$ cat config.mk
export PLATFORM = sky130hd
export DESIGN_NAME = xmem_router
export DESIGN_NICKNAME = d
export VERILOG_FILES = /design/src/rtl/xmem_pkg.sv /design/src/rtl/xmem_page_reg.sv /design/src/rtl/xmem_decode.sv /design/src/rtl/xmem_stall.sv /design/src/rtl/xmem_router.sv
export SDC_FILE = /design/constraint.sdc
export NUM_CORES = 1
export LEC_CHECK = 0
export ABC_AREA = 1
export BUFFER_PORTS_ARGS = -buffer_cell sky130_fd_sc_hd__buf_2
export CAP_MARGIN = 0
export CELL_PAD_IN_SITES_DETAIL_PLACEMENT = 0
export CELL_PAD_IN_SITES_GLOBAL_PLACEMENT = 2
export CORE_ASPECT_RATIO = 0.6
export CORE_MARGIN = 2
export CORE_UTILIZATION = 25
export DETAILED_ROUTE_END_ITERATION = 8
export PLACE_DENSITY_LB_ADDON = 0.12
export SYNTH_ARGS = -nofsm -noshare
export SYNTH_HDL_FRONTEND = slang
export SYNTH_SLANG_ARGS = --single-unit
$ cat constraint.sdc
create_clock -name clk -period 1.7 [get_ports clk]
set_input_delay 0.085 -clock clk [delete_from_list [all_inputs] [get_ports clk]]
set_output_delay 0.085 -clock clk [all_outputs]
set_load 0.03 [all_outputs]
$ cat src/rtl/xmem_pkg.sv
package xmem_pkg;
  typedef enum logic [1:0] {
    RG_EXT = 2'd0,
    RG_AUX = 2'd1,
    RG_NV  = 2'd2
  } region_e;
endpackage

$ cat src/rtl/xmem_page_reg.sv
module xmem_page_reg #(
  parameter int DW = 8,
  parameter int SW = 8,
  parameter logic [SW-1:0] SFR_ADDR = 8'h86
) (
  input  logic          clk,
  input  logic          rst,
  input  logic          sfr_we,
  input  logic [SW-1:0] sfr_addr,
  input  logic [DW-1:0] sfr_wdata,
  output logic [DW-1:0] page_q
);
  always_ff @(posedge clk) begin
    if (rst) page_q <= '0;
    else if (sfr_we && sfr_addr == SFR_ADDR) page_q <= sfr_wdata;
  end

  // reset value
  a_r1_page_reset: assert property (@(posedge clk) rst |=> page_q == '0);
  // only the own SFR address changes the register
  a_r1_page_hold: assert property (@(posedge clk) disable iff (rst)
    !(sfr_we && sfr_addr == SFR_ADDR) |=> $stable(page_q));
endmodule

$ cat src/rtl/xmem_decode.sv
module xmem_decode
  import xmem_pkg::*;
#(
  parameter int AW = 16,
  parameter int DW = 8,
  parameter int AUX_PAGES = 16,
  parameter logic [AW-1:0] NV_BASE  = 16'h1000,
  parameter logic [AW-1:0] NV_LIMIT = 16'h3000
) (
  input  logic          wide,
  input  logic [AW-1:0] addr,
  input  logic [DW-1:0] page,
  input  logic [DW-1:0] p2_latch,
  input  logic          force_ext,
  input  logic          iap,
  input  logic          dmem_en,
  output region_e       region,
  output logic [AW-1:0] addr_out,
  output logic [DW-1:0] p2_val
);
  localparam int LOW_W = AW - DW;
  localparam int PAGE_BYTES = 1 << LOW_W;
  localparam logic [AW-1:0] AUX_TOP = AW'(AUX_PAGES * PAGE_BYTES);
  localparam logic [DW-1:0] PAGE_LIM = DW'(AUX_PAGES);

  logic page_int, wide_aux, wide_nv;

  always_comb begin
    page_int = page < PAGE_LIM;
    wide_aux = !iap && addr < AUX_TOP;
    wide_nv  = !iap && dmem_en && addr >= NV_BASE && addr < NV_LIMIT;

    if (wide) p2_val = addr[AW-1:LOW_W];
    else if (page_int) p2_val = page;
    else p2_val = p2_latch;

    addr_out = wide ? addr : {p2_val, addr[LOW_W-1:0]};

    if (force_ext) region = RG_EXT;
    else if (wide && wide_aux) region = RG_AUX;
    else if (!wide && page_int) region = RG_AUX;
    else if (wide && wide_nv) region = RG_NV;
    else region = RG_EXT;
  end
endmodule

$ cat src/rtl/xmem_stall.sv
module xmem_stall #(
  parameter int CW = 16
) (
  input  logic          clk,
  input  logic          rst,
  input  logic          start,
  input  logic [CW-1:0] load,
  output logic          running
);
  logic [CW-1:0] cnt;

  always_ff @(posedge clk) begin
    if (rst) cnt <= '0;
    else if (start) cnt <= load;
    else if (cnt != '0) cnt <= cnt - 1'b1;
  end

  assign running = cnt != '0;

  // the stall count drains by one each cycle
  a_r8_count_down: assert property (@(posedge clk) disable iff (rst)
    running && !start |=> cnt == $past(cnt) - 1'b1);
endmodule

$ cat src/rtl/xmem_router.sv
module xmem_router
  import xmem_pkg::*;
#(
  parameter int AW = 16,
  parameter int DW = 8,
  parameter int SW = 8,
  parameter int CW = 16,
  parameter int AUX_PAGES = 16,
  parameter logic [AW-1:0] NV_BASE  = 16'h1000,
  parameter logic [AW-1:0] NV_LIMIT = 16'h3000,
  parameter logic [SW-1:0] PAGE_SFR = 8'h86,
  parameter int AUX_CYC = 2,
  parameter int EXT_CYC = 2,
  parameter int NV_RD_CYC = 4
) (
  input  logic          clk,
  input  logic          rst,
  input  logic          acc_req,
  input  logic          acc_wide,
  input  logic [AW-1:0] acc_addr,
  input  logic          acc_we,
  input  logic [DW-1:0] acc_wdata,
  input  logic          sfr_we,
  input  logic [SW-1:0] sfr_addr,
  input  logic [DW-1:0] sfr_wdata,
  input  logic [DW-1:0] p2_latch,
  input  logic          force_ext,
  input  logic          iap,
  input  logic          dmem_en,
  input  logic [CW-1:0] nv_wr_len,
  output logic          sel_aux,
  output logic          sel_nv,
  output logic          sel_ext,
  output logic [AW-1:0] mem_addr,
  output logic          mem_we,
  output logic [DW-1:0] mem_wdata,
  output logic [DW-1:0] p2_out,
  output logic          core_wait,
  output logic          nv_busy,
  output logic          irq_hold
);
  localparam logic [CW-1:0] AUX_STALL = CW'(AUX_CYC - 1);
  localparam logic [CW-1:0] EXT_STALL = CW'(EXT_CYC - 1);
  localparam logic [CW-1:0] NVR_STALL = CW'(NV_RD_CYC - 1);
  localparam logic [DW-1:0] PAGE_LIM  = DW'(AUX_PAGES);

  logic [DW-1:0] page_q;
  region_e       dec_region, region_q;
  logic [AW-1:0] dec_addr;
  logic [DW-1:0] dec_p2;
  logic          running, start;
  logic [CW-1:0] stall_load;

  xmem_page_reg #(.DW(DW), .SW(SW), .SFR_ADDR(PAGE_SFR)) u_page (
    .clk(clk), .rst(rst), .sfr_we(sfr_we), .sfr_addr(sfr_addr),
    .sfr_wdata(sfr_wdata), .page_q(page_q)
  );

  xmem_decode #(.AW(AW), .DW(DW), .AUX_PAGES(AUX_PAGES),
                .NV_BASE(NV_BASE), .NV_LIMIT(NV_LIMIT)) u_dec (
    .wide(acc_wide), .addr(acc_addr), .page(page_q), .p2_latch(p2_latch),
    .force_ext(force_ext), .iap(iap), .dmem_en(dmem_en),
    .region(dec_region), .addr_out(dec_addr), .p2_val(dec_p2)
  );

  assign start = acc_req && !running;

  always_comb begin
    unique case (dec_region)
      RG_AUX:  stall_load = AUX_STALL;
      RG_NV:   stall_load = acc_we ? ((nv_wr_len == '0) ? CW'(1) : nv_wr_len)
                                   : NVR_STALL;
      default: stall_load = EXT_STALL;
    endcase
  end

  xmem_stall #(.CW(CW)) u_stall (
    .clk(clk), .rst(rst), .start(start), .load(stall_load), .running(running)
  );

  always_ff @(posedge clk) begin
    if (rst) begin
      region_q  <= RG_EXT;
      mem_addr  <= '0;
      mem_we    <= 1'b0;
      mem_wdata <= '0;
      p2_out    <= '0;
    end else if (start) begin
      region_q  <= dec_region;
      mem_addr  <= dec_addr;
      mem_we    <= acc_we;
      mem_wdata <= acc_wdata;
      p2_out    <= dec_p2;
    end else if (!running) begin
      p2_out    <= p2_latch;
    end
  end

  assign core_wait = running;
  assign sel_aux   = running && region_q == RG_AUX;
  assign sel_nv    = running && region_q == RG_NV;
  assign sel_ext   = running && region_q == RG_EXT;
  assign nv_busy   = running && region_q == RG_NV && mem_we;
  assign irq_hold  = nv_busy;

  // one select during an access
  a_r7_one_sel: assert property (@(posedge clk) disable iff (rst)
    core_wait |-> $countones({sel_aux, sel_nv, sel_ext}) == 1);
  // nothing selected while idle
  a_r7_idle_quiet: assert property (@(posedge clk) disable iff (rst)
    !core_wait |-> {sel_aux, sel_nv, sel_ext} == 3'b000);
  // forced external access
  a_r2_forced_ext: assert property (@(posedge clk) disable iff (rst)
    start && force_ext |=> sel_ext);
  // high page goes external with latched port 2
  a_r5_page_high: assert property (@(posedge clk) disable iff (rst)
    start && !acc_wide && page_q >= PAGE_LIM |=> sel_ext && p2_out == $past(p2_latch));
  // indirect never reaches the nonvolatile region
  a_r5_no_nv_narrow: assert property (@(posedge clk) disable iff (rst)
    start && !acc_wide |=> !sel_nv);
  // nonvolatile region gated by control bits
  a_r4_nv_gate: assert property (@(posedge clk) disable iff (rst)
    start && (iap || !dmem_en) |=> !sel_nv);
  // busy implies stall and interrupt hold
  a_r9_busy_stall: assert property (@(posedge clk) disable iff (rst)
    nv_busy |-> core_wait && irq_hold);
  // write data carried from the accepting edge
  a_r10_wdata: assert property (@(posedge clk) disable iff (rst)
    start |=> mem_wdata == $past(acc_wdata) && mem_we == $past(acc_we));
endmodule

==> metrics.csv <==
metric,value,unit
Tmin final,1.66,ns
max_cap viols,0,
maximum vdd drop,587,uV
Syn Area/Cell,6.66,sq um
number of flops mapped to enable cells by yosys,0,
slew margin rel.,67.8,%
CTS root buffer,clkbuf_16,
min-delay worst type,input pin to register,
DR vias/cell,4.35,
H-tree depth,3,
FF-to-FF End,u_stall.cnt[12],
Antenna Diode Count,0,
ys flop type,dfxtp_1,
mux share of post-synthesis cell area,0,%
share of cells above drive strength 1,35.2,%
WP data required,1.95,ns
RR Startpoint,u_stall.cnt[2],
combinational family with the most area after synthesis,simple AND/OR/NAND/NOR gates,
"count leader, synth",nand2_1,
via count,3477,
setup_tns,0,ns
drt wl/cell,13.8,um
clock latency on the worst-skew pair,0.33,ns
post-synthesis adder-cell area fraction,0.392,%
"Seq/Total Area, Yosys",37.0,%
total track usage,16.2,%
total CTS buffers,9,
Synth Instances,479,
Worst-path clk slew,0.06,ns
CTS max path bufs,2,
WL final,11000,um
Port Buf Inserts,111,
r2r setup slk,0.04,ns
cell area after synthesis,3190,sq um
CP Capture Point,u_stall.cnt[12],
Worst R2R Path Depth,10,
Nets,703,
period utilization,97.6,%
post-DP HPWL,7940,um
die span in y,91.5,um
Core ar.,12300,sq um
power density over cell area,1400,nW/um^2
Ys Warns,0,
post-synth top area share,37.0,%
max-slew violation count,0,
Initial Utilization,26.0,%
main area contributors after synthesis,"dfxtp_1 37%, nand2_1 18%, nor2_1 7.2%",
status,finished clean,
drt drc,0,
grt total ovfl,0,
Starting DRT DRC Count,121,
Synth Area in Compound Gates,12.0,%
Worst Path Arrival,1.91,ns
CP endpoint kind,register,
1st-pass router iterations,4,
CTS tree,yes,
largest net degree at the start of global routing,36,
antenna violations before repair,0,
cell taking the most area after synthesis,dfxtp_1,
RSZ-0062 raised after global routing,yes,
#FFs+latches synth,59,
syn_nets,553,
Rows,31,
Worst Tran Pin Value,0.484,ns
first-pass GRT wire length,17400,um
Inst Count DP,751,
Final Non-Filler Cells,799,
startpoint types,register,
# IOs,112,
Die Wd,150,um
Placer Congestion,0.843,
crit path kind,register to register,
Area Overhead vs Synth,50.5,%
Fmax,603,MHz
most common library cells after synthesis,"155 x nand2_1, 61 x nor2_1, 59 x dfxtp_1, 35 x a21oi_1, 35 x inv_1",
Synth Area in Simple Gates,41.2,%
Fillers,1358,
vias in the first global route,3404,
xor/xnor share of the synthesized area,1.10,%
Cell variety after synth,33,
post-route antenna net violation count,0,
Worst Setup SP,u_stall.cnt[2],
clock sink count,59,
Clock Skews,0.00895,ns
Die ar.,13700,sq um
Leak Pwr,0.00230,uW
final hold vios,0,
"Max FO, Critical Path",8,
"FFs w/ async S/R, synth",0,%
Setup-failing EPs final,0,
-- per-layer routing --
metal / track usage, % / wire [um] / part of all wire [%]
met1: 23.1 / 5840 / 53
met4: 3.54 / 59 / 0.54
met2: 23.8 / 4590 / 42
met3: 5.28 / 521 / 4.7
met5: 0 / 0 / 0
-- critical path, stage by stage (launching register included) --
cell	delay, ns
dfxtp_1	0.35
nor2_2	0.18
nand2_4	0.08
nor2_4	0.14
nand2_4	0.08
buf_6	0.13
nor2_8	0.17
buf_12	0.16
buf_6	0.10
nand3b_1	0.07
a21oi_1	0.14
-- cells by family after synthesis --
logic type,Yosys count
AOI/OAI and AO/OA,66
adders and majority gates,1
DFF,59
buffers and inverters,56
and+or+nand+nor,293
xor gates and xnor gates,4
-- what timing repair did --
| item | in CTS | in global routing |
|---|---|---|
| endpoints found under the hold margin | 20 | 0 |
| setup endpoints to repair | 13 | 46 |
| gates resized for setup | 21 | 19 |
| hold buffers | 20 | 0 |
| buffers inserted | 2 | 8 |
| pin swaps | 6 | 14 |
| cloned | 0 | 2 |
-- metrics by stage --
| step | total power [uW] | area [sq um] | hold slack (ns) | util (%) | setup slack (ns) |
|---|---|---|---|---|---|
| final | 6700 | 4800 | 0.00606 | 39.1 | 0.0407 |
| after detailed placement | 4300 | 4020 | 0.317 | 32.8 | -0.0771 |
| after global routing | 7170 | 4800 | 0.0111 | 39.1 | -0.0695 |
| after floorplan | 3530 | 3210 | 0.220 | - | 0.00418 |
| after global placement | 4300 | 4020 | 0.310 | 32.8 | -0.0756 |
| after CTS | 6530 | 4630 | 0.000290 | 37.8 | 0.00459 |
-- report_power, final --
| part | internal, uW | switching, uW | total [uW] |
|---|---|---|---|
| registers | 1620 | 178 | 1800 |
| clock network | 1320 | 669 | 1990 |
| logic | 1170 | 1740 | 2910 |
-- state kept, by name, summed over array words and instances, names as in the netlist --
name	flops
mem_addr	16
u_stall.cnt	16
mem_wdata	8
p2_out	8
u_page.page_q	8
region_q	2
mem_we	1
-- worst min-delay path by stage --
stage,from,end,cells past startpoint
floorplan,sfr_wdata[0],u_page.page_q[0],2
global placement,sfr_wdata[2],u_page.page_q[2],3
detailed placement,sfr_wdata[5],u_page.page_q[5],3
CTS,acc_wdata[5],mem_wdata[5],3
global route,acc_wdata[2],mem_wdata[2],3
finish,sfr_wdata[1],u_page.page_q[1],3
-- cell type report --
| type | count | area [sq um] | area share, % |
|---|---|---|---|
| Timing Repair Buffer | 160 | 1080 | 22.6 |
| Clock buffer | 10 | 239 | 4.98 |
| Sequential cell | 59 | 1190 | 24.7 |
| Inverter | 35 | 136 | 2.84 |
| Tap cell | 165 | 206 | 4.30 |
| Multi-Input combinational cell | 364 | 1860 | 38.7 |
| Clock inverter | 6 | 88.8 | 1.85 |
-- layout by cell type, fill, tap and decap left out, drive strengths merged, types with 2 or more instances in the layout --
cell and instances:
nand2 170, buf 138, nor2 69, dfxtp 59
a21oi 46, inv 35, nand3 22, dlygate4sd3 20
o21ai 15, nand4 13, clkbuf 12, nand3b 11
xor2 3, nor3 3, or2 3, a31oi 2
o21a 2, clkinvlp 2, bufinv 2, clkinv 2
Note: power is estimated with default switching activity, not from simulation.
